$ cat config.mk
export PLATFORM = sky130hd
export DESIGN_NAME = zsupp_display_ctrl
export DESIGN_NICKNAME = d
export VERILOG_FILES = /design/src/rtl/zsupp_pkg.sv /design/src/rtl/zsupp_seg_decode.sv /design/src/rtl/zsupp_blank_chain.sv /design/src/rtl/zsupp_pwm_gate.sv /design/src/rtl/zsupp_display_ctrl.sv
export SDC_FILE = /design/constraint.sdc
export NUM_CORES = 1
export LEC_CHECK = 0
export BUFFER_PORTS_ARGS = -buffer_cell sky130_fd_sc_hd__buf_2
export CAP_MARGIN = 20
export CORE_ASPECT_RATIO = 0.7
export CORE_MARGIN = 5
export CORE_UTILIZATION = 40
export DETAILED_ROUTE_END_ITERATION = 10
export MAX_ROUTING_LAYER = met4
export PLACE_DENSITY_LB_ADDON = 0.1
export SLEW_MARGIN = 20
export SYNTH_ARGS = -nofsm -noshare
export SYNTH_HDL_FRONTEND = slang
export SYNTH_SLANG_ARGS = --single-unit
export TNS_END_PERCENT = 20
$ cat constraint.sdc
create_clock -name clk -period 3.2 [get_ports clk]
set_input_delay 0.32 -clock clk [delete_from_list [all_inputs] [get_ports clk]]
set_output_delay 0.32 -clock clk [all_outputs]
set_load 0.05 [all_outputs]
$ cat src/rtl/zsupp_pkg.sv
package zsupp_pkg;
  localparam int NIB_W = 4;
  localparam int SEG_W = 7;
  typedef logic [SEG_W-1:0] seg_t;
endpackage

$ cat src/rtl/zsupp_seg_decode.sv
module zsupp_seg_decode
  import zsupp_pkg::*;
(
  input  logic [NIB_W-1:0] nib_i,
  output seg_t             seg_o
);
  always_comb begin
    unique case (nib_i)
      4'h0: seg_o = 7'h3F;
      4'h1: seg_o = 7'h06;
      4'h2: seg_o = 7'h5B;
      4'h3: seg_o = 7'h4F;
      4'h4: seg_o = 7'h66;
      4'h5: seg_o = 7'h6D;
      4'h6: seg_o = 7'h7D;
      4'h7: seg_o = 7'h07;
      4'h8: seg_o = 7'h7F;
      4'h9: seg_o = 7'h6F;
      4'hA: seg_o = 7'h77;
      4'hB: seg_o = 7'h7C;
      4'hC: seg_o = 7'h39;
      4'hD: seg_o = 7'h5E;
      4'hE: seg_o = 7'h79;
      default: seg_o = 7'h71;
    endcase
  end
endmodule

$ cat src/rtl/zsupp_blank_chain.sv
module zsupp_blank_chain
  import zsupp_pkg::*;
#(
  parameter int INT_DIGITS  = 4,
  parameter int FRAC_DIGITS = 4
) (
  input  logic                                        en_i,
  input  logic [(INT_DIGITS+FRAC_DIGITS)*NIB_W-1:0]   digits_i,
  output logic [INT_DIGITS+FRAC_DIGITS-1:0]           zblank_o
);
  localparam int N     = INT_DIGITS + FRAC_DIGITS;
  localparam int UNITS = FRAC_DIGITS;

  logic [N-1:0] is_zero;

  for (genvar k = 0; k < N; k++) begin : g_zero
    assign is_zero[k] = (digits_i[k*NIB_W +: NIB_W] == '0);
  end

  // Integer run walks down from the top, fraction run walks up from the bottom.
  always_comb begin
    logic run_int;
    logic run_frac;
    zblank_o = '0;
    run_int  = en_i;
    for (int i = N-1; i > UNITS; i--) begin
      run_int     = run_int & is_zero[i];
      zblank_o[i] = run_int;
    end
    run_frac = en_i;
    for (int j = 0; j < FRAC_DIGITS; j++) begin
      run_frac    = run_frac & is_zero[j];
      zblank_o[j] = run_frac;
    end
  end

  always_comb begin

    if (!en_i) begin
      nosupp_chk: assert (zblank_o == '0);
    end
    // only zero codes are ever zero-blanked
    for (int k = 0; k < N; k++) begin
      if (zblank_o[k]) begin
        zcode_chk: assert (digits_i[k*NIB_W +: NIB_W] == '0);
      end
    end
  end
endmodule

$ cat src/rtl/zsupp_pwm_gate.sv
module zsupp_pwm_gate #(
  parameter int W = 8
) (
  input  logic         clk,
  input  logic         rst,
  input  logic [W-1:0] level_i,
  output logic         lit_o
);
  logic [W-1:0] cnt_q;

  always_ff @(posedge clk) begin
    if (rst) cnt_q <= '0;
    else     cnt_q <= cnt_q + 1'b1;
  end

  assign lit_o = (cnt_q < level_i);


  cnt_step_chk: assert property (@(posedge clk) disable iff (rst)
    !$past(rst) |-> (cnt_q == W'($past(cnt_q) + 1'b1)));
endmodule

$ cat src/rtl/zsupp_display_ctrl.sv
module zsupp_display_ctrl
  import zsupp_pkg::*;
#(
  parameter int INT_DIGITS  = 4,
  parameter int FRAC_DIGITS = 4,
  parameter int PWM_W       = 8
) (
  input  logic                                        clk,
  input  logic                                        rst,
  input  logic [(INT_DIGITS+FRAC_DIGITS)*NIB_W-1:0]   digits_i,
  input  logic                                        supp_en_i,
  input  logic [PWM_W-1:0]                            level_i,
  output logic [INT_DIGITS+FRAC_DIGITS-1:0]           blank_o,
  output logic [(INT_DIGITS+FRAC_DIGITS)*SEG_W-1:0]   seg_o
);
  localparam int N = INT_DIGITS + FRAC_DIGITS;

  logic [N-1:0] zblank;
  logic         lit;
  seg_t         pat [N];

  zsupp_blank_chain #(
    .INT_DIGITS (INT_DIGITS),
    .FRAC_DIGITS(FRAC_DIGITS)
  ) chain_i (
    .en_i    (supp_en_i),
    .digits_i(digits_i),
    .zblank_o(zblank)
  );

  zsupp_pwm_gate #(.W(PWM_W)) pwm_i (
    .clk    (clk),
    .rst    (rst),
    .level_i(level_i),
    .lit_o  (lit)
  );

  for (genvar k = 0; k < N; k++) begin : g_dec
    zsupp_seg_decode dec_i (
      .nib_i(digits_i[k*NIB_W +: NIB_W]),
      .seg_o(pat[k])
    );
  end

  always_ff @(posedge clk) begin
    if (rst) begin
      blank_o <= '1;
      seg_o   <= '0;
    end else begin
      for (int k = 0; k < N; k++) begin
        blank_o[k]                <= zblank[k] | ~lit;
        seg_o[k*SEG_W +: SEG_W]   <= (zblank[k] | ~lit) ? '0 : pat[k];
      end
    end
  end


  dark_zero_chk: assert property (@(posedge clk) disable iff (rst)
    ($past(level_i) == '0) |-> (blank_o == '1));

  for (genvar k = 0; k < N; k++) begin : g_chk

    segoff_chk: assert property (@(posedge clk) disable iff (rst)
      blank_o[k] |-> (seg_o[k*SEG_W +: SEG_W] == '0));
  end
endmodule

After elaboration in Yosys (flattened, before gate mapping) --
Memories as Yosys holds them, arrays and structs flattened. A register that Yosys moved wholly into a read port is not among the register bits. Cells that the tools add are included.
Storage, ports and cells: register bits 16, bits in read-only memories 896, word-level logic and storage cells 42, bits of input ports 43, output and inout bits 64, memories kept 8
Operators by class: $add $sub $neg 1, magnitude comparators 1, reductions and logical operators 15, bitwise operators 15
Memories:
- (name not given) | depth 16, width 7, read ports 1, clocked after Yosys merged registers in 1, wr ports 0, line zsupp_seg_decode.sv:8 | unique case (nib_i)
- (name not given) | depth 16, width 7, read ports 1, clocked after Yosys merged registers in 1, wr ports 0, line zsupp_seg_decode.sv:8
- (name not given) | depth 16, width 7, read ports 1, clocked after Yosys merged registers in 1, wr ports 0, line zsupp_seg_decode.sv:8
- (name not given) | depth 16, width 7, read ports 1, clocked after Yosys merged registers in 1, wr ports 0, line zsupp_seg_decode.sv:8
- (name not given) | depth 16, width 7, read ports 1, clocked after Yosys merged registers in 1, wr ports 0, line zsupp_seg_decode.sv:8
- (name not given) | depth 16, width 7, read ports 1, clocked after Yosys merged registers in 1, wr ports 0, line zsupp_seg_decode.sv:8
- 2 more memories
Operators with widths (count):
- $logic_not A4 Y1 | 7
- $reduce_or A2 Y1 | 8
- $add A8 B1 Y8 const B | 1
- $lt A8 B8 Y1 | 1
- $and A1 B1 Y1 | 7
- $or A1 B1 Y1 | 7
- $not A1 Y1 | 1

Longest topological paths before layout --
depth in word-level cells 7, mapped depth 8, mapped depth without buffers 6

Modules after synthesis --
From an unflattened synthesis, not the netlist that was laid out.
Second synthesis, totals: cell total of the unflattened synthesis 482, area total of the unflattened synthesis 5017.3 µm²
Modules (own cells, without submodules):
- zsupp_display_ctrl | cells each 142, times used 1, seq. area each 1281.2 µm², area an instance 2124.5 µm²
- zsupp_seg_decode (g_dec[2].dec_i ...) | cells each 33, times used 3, seq. area each 0.0 µm², area an instance 287.8 µm²
- zsupp_seg_decode (g_dec[5].dec_i ...) | cells each 33, times used 3, seq. area each 0.0 µm², area an instance 286.5 µm²
- zsupp_pwm_gate | cells each 59, times used 1, seq. area each 160.2 µm², area an instance 486.7 µm²
- zsupp_seg_decode (g_dec[0].dec_i) | cells each 33, times used 1, seq. area each 0.0 µm², area an instance 290.3 µm²
- zsupp_seg_decode (g_dec[1].dec_i) | cells each 33, times used 1, seq. area each 0.0 µm², area an instance 282.8 µm²
- zsupp_blank_chain | cells each 17, times used 1, seq. area each 0.0 µm², area an instance 110.1 µm²

Worst setup path before layout --
Ideal clock, no wire load.
kind in2reg, from input port level_i[7], to register seg_o[41], arrival time 1.629 ns, library setup time 0.125 ns, required time 3.075 ns, buffers on the path 2, path slack 1.446 ns, stages 8, cell sequence inv_1 ha_1 and4_1 o21ai_1 o221ai_2 buf_2 buf_4 nor2_1
On the way: cells in the longest elaborated chain, start to end 4
Ends and longest elaborated chain:
- start, declared | line zsupp_display_ctrl.sv:12 | input logic [PWM_W-1:0] level_i,
- $lt A8 B8 Y1 | line zsupp_pwm_gate.sv:16 | assign lit_o = (cnt_q < level_i);
- $not A1 Y1 (no source line)
- $or A1 B1 Y1 | line zsupp_display_ctrl.sv:52 | seg_o[k*SEG_W +: SEG_W] <= (zblank[k] | ~lit) ? '0 : pat[k];
- $reduce_or A2 Y1 (no source line)
- end, declared | line zsupp_display_ctrl.sv:14 | output logic [(INT_DIGITS+FRAC_DIGITS)*SEG_W-1:0] seg_o
Every way passes these cells. A chain may end at the register's enable or synchronous reset.

Worst setup path after layout --
from register pwm_i.cnt_q[2], to register seg_o[6]
On the way: cells in the longest elaborated chain, start to end 4
Ends and longest elaborated chain:
- start, declared | line zsupp_pwm_gate.sv:9 | logic [W-1:0] cnt_q;
- start signal, assigned | line zsupp_pwm_gate.sv:13 | else cnt_q <= cnt_q + 1'b1;
- $lt A8 B8 Y1 | line zsupp_pwm_gate.sv:16
- $not A1 Y1 (no source line)
- $or A1 B1 Y1 | line zsupp_display_ctrl.sv:52
- $reduce_or A2 Y1 (no source line)
Every way passes these cells.

==> flow_metrics.env <==
export IMPL_status="finished, final reports clean"
export IMPL_power_frac_seq_pct=40.0
export IMPL_synth_cells=460
export IMPL_leakage_nw=2.43
export IMPL_finalNonFillerCells=689
export IMPL_cp_start_kind="flop"
export IMPL_crit_chain="ha_1, a211o_1, a31oi_1, o221ai_4, buf_12, a2111oi_0"
export IMPL_syn_area_sq_mm=0.00418
export IMPL_grt_pass1_vias=3286
export IMPL_diodes=0
export IMPL_clkPwrFrac_pct=34.6
export IMPL_vias=3449
export IMPL_coreArea_sq_mm=0.0103
export IMPL_grt_usage_pct=16.4
export IMPL_postSynth_asyncResetShare_pct=0
export IMPL_reg2reg_from="pwm_i.cnt_q[2]$_SDFF_PP0_"
export IMPL_final_cell_mix="106 x buf_2, 72 x dfxtp_1, 57 x ha_1, 43 x nor2_1, 37 x nand2_1"
export IMPL_hold_viol_final=0
export IMPL_worstRegToRegCells=6
export IMPL_synthToLayoutAreaGrowth_pct=21.4
export IMPL_antenna_found_initial=0
export IMPL_synth_edf_count=0
export IMPL_setup_viol=0
export IMPL_cts_resized=0
export IMPL_crit_required_ns=3.41
export IMPL_cp_endpoint="seg_o[6]$_SDFF_PP0_"
export IMPL_ant_nets=0
export IMPL_post_route_period_util_pct=72.2
export IMPL_post_cts_buffers=0
export IMPL_portBuffers=106
export IMPL_grt_overflow=0
export IMPL_grt_first_pass_wirelength_mm=16.3
export IMPL_grt_max_degree=40
export IMPL_p_sw_uw=810
export IMPL_max_stage_delay_ns=0.41
export IMPL_tightest_slew_ns=0.780
export IMPL_cp_num_cells=6
export IMPL_ys_seq_area_share_pct=34.5
export IMPL_synth_seq_cells=72
export IMPL_p_comb_share_pct=25.4
export IMPL_crit_type="flop to flop"
export IMPL_cts_tree="yes"
export IMPL_cp_arrival_ns=2.52
export IMPL_rows=31
export IMPL_fin_crit_ns=2.31
export IMPL_h_tree_depth=3
export IMPL_gp_congestion=0.839
export IMPL_drt_iter0_markers=174
export IMPL_clock_sinks=72
export IMPL_placed_cells=676
export IMPL_synth_warnings=0
export IMPL_intPower_mw=1.66
export IMPL_holdCritPathClass="input port to flop"
export IMPL_cts_buffers=9
export IMPL_worst_setup_path_end_kind="flop"
export IMPL_maxCapViolCount=0
export IMPL_nFillCells=995
export IMPL_viasPerCell=5.01
export IMPL_dpl_hpwl_mm=7.32
export IMPL_cts_hold_buf=0
export IMPL_avgSynthCellArea_sq_um=9.09
export IMPL_fp_dieArea_sq_mm=0.0126
export IMPL_fp_dieW_um=132
export IMPL_num_io_pins=107
export IMPL_synth_flop_cell="dfxtp_1"
export IMPL_r2r_slack_ns=0.89
export IMPL_rsz0062_at_grt="no"
export IMPL_worst_skew_pair_late_latency_ns=0.33
export IMPL_cp_top_family="compound AO/OA/AOI/OAI gates"
export IMPL_worstReg2RegEnd="seg_o[6]$_SDFF_PP0_"
export IMPL_start_util_pct=40.7
export IMPL_path_max_fanout=39
export IMPL_die_height_um=95.5
export IMPL_drive_above_1_share_pct=25.1
export IMPL_routedWlPerCell_um=14.2
export IMPL_synth_distinct_cells=46
export IMPL_drt_first_pass_iters=4
export IMPL_path_clk_slew_ns=0.05
export IMPL_crit_slowest_cell="dfxtp_1"
export IMPL_final_nets=655
export IMPL_wirelength_mm=9.80
export IMPL_drc=0
export IMPL_final_setup_tns_ns=0
export IMPL_clock_path_buffers=2
export IMPL_fin_worst_skew_ns=0.00581
export IMPL_maxSlewViolCount=0
export IMPL_peakVddDrop_mv=0.248
export IMPL_cts_root_buf="clkbuf_16"
export IMPL_fmax_mhz=433
export IMPL_relSlewSlack_pct=48.0
export IMPL_final_common_cell="buf_2"
export IMPL_crit_start="pwm_i.cnt_q[2]$_SDFF_PP0_"
export IMPL_switching_share_pct=32.7
export IMPL_critPathBufInv=1
export IMPL_syn_num_nets=560
export IMPL_pwr_density_cell_mw_per_mm2=487
==> state kept, by name, indices dropped and copies added, names as in the netlist <==
signal	cells
seg_o	56
blank_o	8
pwm_i.cnt_q	8
==> synthesized netlist by cell type (2+ instances only) <==
library cell / n / area share, %
mux2i_1: 5 / 1.2
a2111oi_0: 2 / 0.42
nand3_1: 9 / 1.1
clkbuf_1: 20 / 1.8
o311ai_0: 11 / 2.3
o32ai_1: 4 / 0.84
dfxtp_1: 72 / 34
a21o_1: 2 / 0.36
and4b_1: 2 / 0.48
nor4bb_1: 2 / 0.48
nand4_1: 5 / 0.75
buf_4: 2 / 0.36
a211oi_1: 5 / 0.90
nor2b_1: 22 / 3.3
buf_2: 4 / 0.48
o21ai_0: 13 / 1.6
a2111oi_1: 3 / 0.72
a21oi_1: 5 / 0.60
mux4_2: 8 / 4.3
nor3b_1: 16 / 2.9
o211ai_1: 4 / 0.72
inv_1: 35 / 3.1
xor2_1: 4 / 0.84
xnor2_1: 2 / 0.42
nand2_1: 37 / 3.3
and3_1: 2 / 0.30
nor3_1: 14 / 1.7
a22oi_1: 2 / 0.36
a31oi_1: 3 / 0.45
mux2_2: 6 / 1.6
a221oi_1: 3 / 0.63
nand3b_1: 9 / 1.6
nor2_1: 43 / 3.9
or2_1: 2 / 0.30
and2_1: 3 / 0.45
nand2b_1: 13 / 1.9
ha_1: 57 / 17
==> cells by family after synthesis <==
kind of cell	after synthesis	share of synthesized area (%)
AO/OA/AOI/OAI	63	11.3
XOR/XNOR	6	1.26
adder cells (fa/ha/maj)	57	17.1
buffers and inverters	61	5.78
flip-flops	72	34.5
multiplexers	19	7.12
AND/OR/NAND/NOR	182	23.0
==> worst min-delay path by stage <==
stage                               from                   endpoint  slack, ns  cells after the start
2_1_floorplan  pwm_i.cnt_q[0]$_SDFF_PP0_  pwm_i.cnt_q[0]$_SDFF_PP0_       0.42                      1
3_3_place_gp   pwm_i.cnt_q[0]$_SDFF_PP0_  pwm_i.cnt_q[0]$_SDFF_PP0_       0.43                      1
3_5_place_dp   pwm_i.cnt_q[0]$_SDFF_PP0_  pwm_i.cnt_q[0]$_SDFF_PP0_       0.44                      1
4_1_cts                              rst  pwm_i.cnt_q[0]$_SDFF_PP0_       0.25                      2
5_1_grt                              rst  pwm_i.cnt_q[3]$_SDFF_PP0_       0.28                      2
6_report                             rst  pwm_i.cnt_q[0]$_SDFF_PP0_       0.26                      2
==> layer usage <==
layer,vias to the layer above,global-route usage [%],wire length [um]
li1,1775,-,-
met1,1583,22.8,5020
met2,81,22.7,4150
met3,10,5.27,532
met4,0,4.58,92
met5,-,-,0
==> metrics by stage <==
| stage | utilization, % | area (sq um) | setup slack [ns] | total power, mW | hold slack, ns |
|---|---|---|---|---|---|
| after floorplan | - | 4180 | 1.45 | 1.47 | 0.421 |
| after global placement | 47.0 | 4830 | 0.867 | 1.63 | 0.434 |
| after detailed placement | 47.0 | 4830 | 0.826 | 1.64 | 0.442 |
| after CTS | 49.4 | 5070 | 0.871 | 2.51 | 0.254 |
| after global routing | 49.4 | 5070 | 0.581 | 2.60 | 0.281 |
| final | 49.4 | 5070 | 0.890 | 2.47 | 0.261 |
==> area by class of cell <==
class | count | area, sq um | area share [%]
clock buffer | 11 | 233 | 4.59
sequential | 72 | 1440 | 28.4
multi-input combinational | 327 | 2520 | 49.7
timing repair buffer | 110 | 573 | 11.3
clock inverter | 2 | 10.0 | 0.197
tap | 132 | 165 | 3.25
inverter | 35 | 131 | 2.59
==> power groups by stage <==
stage | registers, mW | logic (mW) | clock network, mW
after floorplan | 1.25 | 0.225 | 0
after global placement | 1.01 | 0.623 | 0
after detailed placement | 1.01 | 0.629 | 0
after CTS | 0.991 | 0.632 | 0.886
after global routing | 0.996 | 0.681 | 0.920
final | 0.989 | 0.627 | 0.857
No activity file was read; power rests on OpenSTA's default activity.
